## src/rtl/poller_pkg.sv

```systemverilog
`timescale 1ns/1ps
package poller_pkg;
    localparam int DATA_W      = 8;
    localparam int POLL_BIT    = 7;
    localparam int TOGGLE_BIT  = 6;
    localparam int TIMEOUT_BIT = 5;

    typedef enum logic [2:0] {
        PH_DPOLL  = 3'd0,
        PH_DCONF  = 3'd1,
        PH_TFIRST = 3'd2,
        PH_TPOLL  = 3'd3,
        PH_TCONF1 = 3'd4,
        PH_TCONF2 = 3'd5
    } phase_e;

    typedef enum logic [1:0] {
        V_CONT = 2'd0,
        V_PASS = 2'd1,
        V_FAIL = 2'd2
    } verdict_e;
endpackage

```

## src/rtl/poll_judge.sv

```systemverilog
`timescale 1ns/1ps
module poll_judge
    import poller_pkg::*;
(
    input  phase_e   phase_i,
    input  logic     exp7_i,
    input  logic     prev6_i,
    input  logic     d7_i,
    input  logic     d6_i,
    input  logic     d5_i,
    output verdict_e verdict_o,
    output phase_e   phase_o,
    output logic     prev6_o
);
    always_comb begin
        verdict_o = V_CONT;
        phase_o   = phase_i;
        prev6_o   = prev6_i;
        case (phase_i)
            PH_DPOLL: begin
                if (d7_i == exp7_i) verdict_o = V_PASS;
                else if (d5_i)      phase_o   = PH_DCONF;
            end
            PH_DCONF: verdict_o = (d7_i == exp7_i) ? V_PASS : V_FAIL;
            PH_TFIRST: begin
                prev6_o = d6_i;
                phase_o = PH_TPOLL;
            end
            PH_TPOLL: begin
                if (d6_i == prev6_i) begin
                    verdict_o = V_PASS;
                end else begin
                    prev6_o = d6_i;
                    if (d5_i) phase_o = PH_TCONF1;
                end
            end
            PH_TCONF1: begin
                prev6_o = d6_i;
                phase_o = PH_TCONF2;
            end
            PH_TCONF2: verdict_o = (d6_i == prev6_i) ? V_PASS : V_FAIL;
            default:   verdict_o = V_FAIL;
        endcase
    end
endmodule

```

## src/rtl/read_budget.sv

```systemverilog
`timescale 1ns/1ps
module read_budget #(
    parameter int MAX_READS = 4096
) (
    input  logic clk,
    input  logic rst_n,
    input  logic clear_i,
    input  logic tick_i,
    output logic last_o
);
    localparam int CW = $clog2(MAX_READS + 1);

    logic [CW-1:0] cnt_d, cnt_q;

    always_comb begin
        cnt_d = cnt_q;
        if (clear_i)     cnt_d = '0;
        else if (tick_i) cnt_d = cnt_q + 1'b1;
    end

    always_ff @(posedge clk or negedge rst_n) begin
        if (!rst_n) cnt_q <= '0;
        else        cnt_q <= cnt_d;
    end

    assign last_o = (cnt_q == CW'(MAX_READS - 1));
endmodule

```

## src/rtl/flash_status_poller.sv

```systemverilog
`timescale 1ns/1ps
module flash_status_poller
    import poller_pkg::*;
#(
    parameter int ADDR_W    = 17,
    parameter int MAX_READS = 4096
) (
    input  logic              clk,
    input  logic              rst_n,
    input  logic              start_i,
    input  logic              mode_i,
    input  logic [ADDR_W-1:0] addr_i,
    input  logic [DATA_W-1:0] expect_i,
    output logic              rd_req_o,
    output logic [ADDR_W-1:0] rd_addr_o,
    input  logic              rd_ack_i,
    input  logic [DATA_W-1:0] rd_data_i,
    output logic              done_o,
    output logic              pass_o,
    output logic              busy_o
);
    typedef struct packed {
        logic              busy;
        phase_e            phase;
        logic [ADDR_W-1:0] addr;
        logic              exp7;
        logic              prev6;
        logic              done;
        logic              pass;
    } state_t;

    state_t   st_d, st_q;
    verdict_e verdict;
    phase_e   phase_nx;
    logic     prev6_nx;
    logic     rd_done;
    logic     accept;
    logic     budget_last;
    logic     unused_bits;

    assign rd_done     = st_q.busy && rd_ack_i;
    assign accept      = !st_q.busy && start_i;
    assign unused_bits = ^{rd_data_i[4:0], expect_i[6:0]};

    poll_judge u_judge (
        .phase_i   (st_q.phase),
        .exp7_i    (st_q.exp7),
        .prev6_i   (st_q.prev6),
        .d7_i      (rd_data_i[POLL_BIT]),
        .d6_i      (rd_data_i[TOGGLE_BIT]),
        .d5_i      (rd_data_i[TIMEOUT_BIT]),
        .verdict_o (verdict),
        .phase_o   (phase_nx),
        .prev6_o   (prev6_nx)
    );

    read_budget #(.MAX_READS(MAX_READS)) u_budget (
        .clk     (clk),
        .rst_n   (rst_n),
        .clear_i (accept),
        .tick_i  (rd_done),
        .last_o  (budget_last)
    );

    always_comb begin
        st_d      = st_q;
        st_d.done = 1'b0;
        if (accept) begin
            st_d.busy  = 1'b1;
            st_d.phase = mode_i ? PH_TFIRST : PH_DPOLL;
            st_d.addr  = addr_i;
            st_d.exp7  = expect_i[POLL_BIT];
            st_d.pass  = 1'b0;
        end else if (rd_done) begin
            if (verdict == V_PASS) begin
                st_d.busy = 1'b0;
                st_d.done = 1'b1;
                st_d.pass = 1'b1;
            end else if (verdict == V_FAIL || budget_last) begin
                st_d.busy = 1'b0;
                st_d.done = 1'b1;
                st_d.pass = 1'b0;
            end else begin
                st_d.phase = phase_nx;
                st_d.prev6 = prev6_nx;
            end
        end
    end

    always_ff @(posedge clk or negedge rst_n) begin
        if (!rst_n) begin
            st_q       <= '0;
            st_q.phase <= PH_DPOLL;
        end else begin
            st_q <= st_d;
        end
    end

    assign rd_req_o  = st_q.busy;
    assign rd_addr_o = st_q.addr;
    assign done_o    = st_q.done;
    assign pass_o    = st_q.pass;
    assign busy_o    = st_q.busy;
endmodule

```

## config.mk

```make
export PLATFORM = sky130hd
export DESIGN_NAME = flash_status_poller
export DESIGN_NICKNAME = d
export VERILOG_FILES = /design/src/rtl/poller_pkg.sv /design/src/rtl/poll_judge.sv /design/src/rtl/read_budget.sv /design/src/rtl/flash_status_poller.sv
export SDC_FILE = /design/constraint.sdc
export NUM_CORES = 1
export LEC_CHECK = 0
export CAP_MARGIN = 0
export CORE_MARGIN = 2
export CORE_UTILIZATION = 30
export CTS_CLUSTER_SIZE = 8
export DETAILED_ROUTE_END_ITERATION = 12
export DONT_BUFFER_PORTS = 1
export PLACE_DENSITY = 0.46
export SYNTH_ARGS = -nofsm -noshare
export SYNTH_HDL_FRONTEND = slang
export SYNTH_SLANG_ARGS = --single-unit
export TNS_END_PERCENT = 5
```

## constraint.sdc

```tcl
create_clock -name clk -period 1.9 [get_ports clk]
set_clock_uncertainty 0.05 [all_clocks]
set_input_delay 0.19 -clock clk [delete_from_list [all_inputs] [get_ports clk]]
set_output_delay 0.19 -clock clk [all_outputs]
set_load 0.02 [all_outputs]
```

## Word-level counts from Yosys, hierarchy flattened

Index checks and enable logic that the tools add are counted.

- Bits in registers: 38
- Bits of input ports: 38
- Output and inout bits: 21
- Word-level logic and storage cells: 68

- Multiplexer cells: 26
- Add/sub/neg operators: 1
- Bitwise gates (word level): 3
- Eq/ne operators: 17
- Reduce and logical (&&, ||, !) cells: 13

Operators by type and width:

| kind | number |
|---|---|
| $mux W13 | 2 |
| $mux W3 | 6 |
| $add A13 B1 Y13 const B | 1 |
| $eq A13 B12 Y1 const B | 1 |
| $mux W2 | 6 |
| $ne A3 B3 Y1 const B | 4 |
| $pmux W3 S4 | 1 |
| $pmux W2 S5 | 1 |
| $mux W4 | 2 |
| $reduce_and A8 Y1 | 1 |
| $mux W1 | 7 |
| $eq A3 B2 Y1 const B | 2 |
| $eq A3 B3 Y1 const B | 2 |
| $ne A2 B2 Y1 const B | 3 |
| $reduce_and A6 Y1 | 1 |
| $reduce_bool A5 Y1 | 1 |
| $reduce_bool A2 Y1 | 2 |
| $eq A3 B1 Y1 const B | 1 |
| $logic_not A3 Y1 | 1 |
| $not A1 Y1 | 3 |
| $reduce_bool A3 Y1 | 1 |
| $eq A1 B1 Y1 | 2 |
| $eq A2 B1 Y1 const B | 1 |
| $eq A2 B2 Y1 const B | 1 |
| other kinds (6) | 7 |

## Longest topological paths before layout

- Depth in word-level cells: 9
- Mapped depth: 5

## By module

A second synthesis with hierarchy kept.

- Cell total of the unflattened synthesis: 223
- Area total of the unflattened synthesis: 2038.2 µm²

Modules (own cells, without submodules):

| module | instances | area an instance (µm²) | cells each |
|---|---|---|---|
| flash_status_poller | 1 | 1156.1 | 126 |
| read_budget | 1 | 676.9 | 66 |
| poll_judge | 1 | 205.2 | 31 |

## Least setup slack after synthesis

Ideal clock, no wire load.

- Path kind: flip-flop to flip-flop
- Start: register u_budget.cnt_q[0]
- End: register st_q[2] in the netlist's numbering
- Slack: 103 ps
- Setup time: 125 ps
- Data required time: 1725 ps
- Data arrival time: 1622 ps
- Cell stages (with the launch flop): 6
- Path buffers: 0
- Period minus slack after synthesis: 1797 ps
- Cells stage by stage: dfrtp_1 > ha_1 > nand4_1 > or4_4 > nand3_1 > mux2_2

- Cells in the longest elaborated chain, start to end: 4

Ends and longest elaborated chain:

| element | RTL line | RTL |
|---|---|---|
| start, declared | read_budget.sv:13 | `logic [CW-1:0] cnt_d, cnt_q;` |
| start signal, assigned | read_budget.sv:23 | `else cnt_q <= cnt_d;` |
| $eq A13 B12 Y1 | read_budget.sv:26 | `assign last_o = (cnt_q == CW'(MAX_READS - 1));` |
| $logic_or A1 B1 Y1 | flash_status_poller.sv:79 | `end else if (verdict == V_FAIL \|\| budget_last) begin` |
| $not A1 Y1 (no line) | -- |  |
| $reduce_and A6 Y1 (no line) | -- |  |
| end signal, assigned | flash_status_poller.sv:95 | `st_q <= st_d;` |
| end, declared | flash_status_poller.sv:32 | `state_t st_d, st_q;` |

Every way passes these cells.
A chain may end at the register's enable or synchronous reset.

## Worst setup path after layout

- Start: register u_budget.cnt_q[1]
- End: register st_q[2] in the netlist's numbering

Same word-level chain as after synthesis.

==> impl_metrics.json <==
{
  "synth_top_cell_by_area": "dfrtp_1",
  "syn_area_per_cell_um2": 9.07,
  "wl_per_cell_um": 13.6,
  "min_from": "mode_i",
  "cts_made_buffers": 5,
  "clock-sinks": 38,
  "design_area_um2": 2200,
  "grt_pass1_vias": 1426,
  "max-vdd-ir-drop_uv": 471,
  "globalRouteOverflowTotal": 0,
  "slowest_delay_ps": 480,
  "synth_edf_count": 0,
  "row_count": 28,
  "setup_tns_ps": 0,
  "grt_max_degree": 39,
  "clockBufferDepth": 2,
  "place_congestion": 0.709,
  "synth_commonest_cells": "nand2_1, dfrtp_1, buf_4, nor2_1, o21ai_0",
  "dp_hpwl_um": 2750,
  "hold_violations": 0,
  "num_vias": 1380,
  "setup-violations-final": 0,
  "worstSetupStartpointType": "register",
  "cp.required_ps": 2030,
  "synthFlopType": "dfrtp_1",
  "synth_top_area_share_pct": 51.9,
  "synth_area_leaders": "dfrtp_1, nand2_1, buf_4",
  "drive_gt1_share_pct": 12.8,
  "internal-power_mw": 1.87,
  "routed_via_density": 4.71,
  "layout.cells.non_filler": 293,
  "run_status": "finished clean",
  "ys_ff_latch": 38,
  "ios": 59,
  "syn-num-nets": 241,
  "diodes": 0,
  "min_path_type": "primary input to register",
  "cap_violations": 0,
  "p_comb_share_pct": 26.8,
  "crit_path_cell_trace": "ha_1 > nand4_1 > or4_4 > nand3_1 > mux2_2",
  "reg2regPathDepth": 5,
  "reg2reg_slack_ps": 100,
  "hold-path-cell-count": 2,
  "pwr-share-clk_pct": 22.8,
  "syn_inst": 202,
  "p_switching_mw": 1.21,
  "totalWireLength_um": 4000,
  "area_growth_pct": 20.1,
  "cts_resized": 0,
  "tightest_slew_ps": 457,
  "port_buffers": 0,
  "p_leak_nw": 1.02,
  "arrival_ps": 1940,
  "grtUsageTotal_pct": 13.1,
  "drv_slew": 0,
  "antenna_found_initial": 0,
  "dpl-instance-area_um2": 1850,
  "grt_pass1_wl_um": 6600,
  "syn_area_um2": 1830,
  "drtAntennaViolNets": 0,
  "slowest_stage": "or4_4",
  "synth.most_common_cell": "nand2_1",
  "critPathTopFamily": "simple AND/OR/NAND/NOR gates",
  "fillCellCount": 603,
  "finalCriticalPeriod_ps": 1800,
  "path_class": "register to register",
  "htreeDepth": 2,
  "regArea_um2": 951,
  "clk_latency_ps": 290,
  "async_flop_share_pct": 100,
  "ys_warn_count": 0,
  "r2r_start": "u_budget.cnt_q[1]$_DFFE_PN0N_",
  "start_util_pct": 31.0,
  "maxSlewHeadroom_pct": 69.4,
  "core-area_um2": 5920,
  "worst-path-buf-inv": 0,
  "drtIter0Drc": 39,
  "endpoint_kind": "register",
  "cp_max_fo": 5,
  "cts_tree": "yes",
  "cts-root-buf": "clkbuf_8",
  "clk_pin_slew_ps": 70,
  "max_freq_ghz": 0.554,
  "die_area_um2": 6750,
  "post-route-period-util_pct": 95.0,
  "worst_r2r_endpoint": "st_q[2]$_DFFE_PN0P_",
  "die_h_um": 82.2,
  "seqPwrFrac_pct": 50.4,
  "ys_seq_area_share_pct": 51.9,
  "switching_share_pct": 39.4,
  "rsz0062_at_grt": "false",
  "route.detailed.drc": 0,
  "die_w_um": 82.2,
  "drt_pass1_iterations": 4,
  "placed_cells": 263,
  "ys_types": 35,
  "multi_input_area_um2": 712,
  "power_density_nw_per_um2": 1400,
  "holdPathEnd": "st_q[22]$_DFFE_PN0P_",
  "nets": 257
}
stage by stage:
stage | total power, mW | util (%) | hold slack (ps) | setup slack (ps)
after floorplan | 2.32 | - | -156 | 103
after global placement | 2.33 | 31.3 | -155 | 119
after detailed placement | 2.34 | 31.3 | -155 | 91.2
after CTS | 3.11 | 37.0 | 55.0 | 80.5
after global routing | 3.34 | 37.2 | 114 | 4.45
final | 3.08 | 37.2 | 67.9 | 95.4
timing repair:
| item | CTS | global route |
|---|---|---|
| setup buffers | 0 | 1 |
| setup endpoints to repair | 0 | 1 |
| hold endpoints to repair | 58 | 0 |
| hold buffers | 22 | 0 |
per-layer routing:
layer	global-route usage, %	routed length [um]	share of wire [%]
met1	15.9	1880	47
met2	21.1	1720	43
met3	4.89	349	8.7
met4	4.83	40	1.0
met5	0	0	0
how the worst max path moves through the flow:
| stage | depth (start not counted) | startpoint | slack (ps) | to |
|---|---|---|---|---|
| after floorplan | 5 | u_budget.cnt_q[0]$_DFFE_PN0N_ | 100 | st_q[2]$_DFFE_PN0P_ |
| after global placement | 5 | u_budget.cnt_q[1]$_DFFE_PN0N_ | 120 | st_q[2]$_DFFE_PN0P_ |
| after detailed placement | 5 | u_budget.cnt_q[1]$_DFFE_PN0N_ | 90 | st_q[2]$_DFFE_PN0P_ |
| after CTS | 5 | u_budget.cnt_q[1]$_DFFE_PN0N_ | 80 | st_q[2]$_DFFE_PN0P_ |
| after global routing | 5 | u_budget.cnt_q[1]$_DFFE_PN0N_ | 4 | st_q[2]$_DFFE_PN0P_ |
| final | 5 | u_budget.cnt_q[1]$_DFFE_PN0N_ | 100 | st_q[2]$_DFFE_PN0P_ |
final cells by class:
class                      count  area share (%)
tap                           75            4.26
inverter                       3           0.512
sequential                    38            43.2
multi-input combinational    136            32.3
timing repair buffer          34            14.6
clock inverter                 1            1.36
clock buffer                   6            3.75
worst reg2reg max path: cells and delay by family, from the launching register on:
kind | cells | cell delay, ps
simple gates | 3 | 730
flops | 1 | 390
mux | 1 | 330
fa+ha+maj | 1 | 200
power by group through the flow:
stage / registers, mW / logic [mW] / clock network, mW
6_report: 1.55 / 0.827 / 0.704
5_1_grt: 1.61 / 0.966 / 0.761
4_1_cts: 1.56 / 0.827 / 0.727
3_5_place_dp: 1.57 / 0.767 / 0
3_3_place_gp: 1.57 / 0.760 / 0
2_1_floorplan: 1.30 / 1.02 / 0
flip-flops by register name (all words and copies together), names as in the netlist:
name            cells
rd_addr_o          17
u_budget.cnt_q     13
st_q                5
busy_o              1
done_o              1
pass_o              1
cells by family (layout without fill, tap and decap cells):
| logic type | count (synthesis) | count (layout) | share of synthesized area, % |
|---|---|---|---|
| compound gates | 24 | 24 | 8.87 |
| xor+xnor | 5 | 5 | 2.39 |
| fa+ha+maj | 1 | 1 | 0.682 |
| buf+inv | 28 | 44 | 9.42 |
| flops | 38 | 38 | 51.9 |
| mux | 4 | 4 | 2.25 |
| simple gates | 102 | 102 | 24.5 |
cells in the final DEF (no fill, tap or decap), types with 3 or more instances in the layout:
cell type / instances
nand2_1: 69
dfrtp_1: 38
dlygate4sd3_1: 21
buf_4: 12
nor2_1: 10
o21ai_0: 8
nand3_1: 7
clkbuf_8: 6
nand4_1: 4
xnor2_1: 3
inv_1: 3
mux2i_1: 3
a21oi_1: 3
Power figures use the tool's default switching activity.
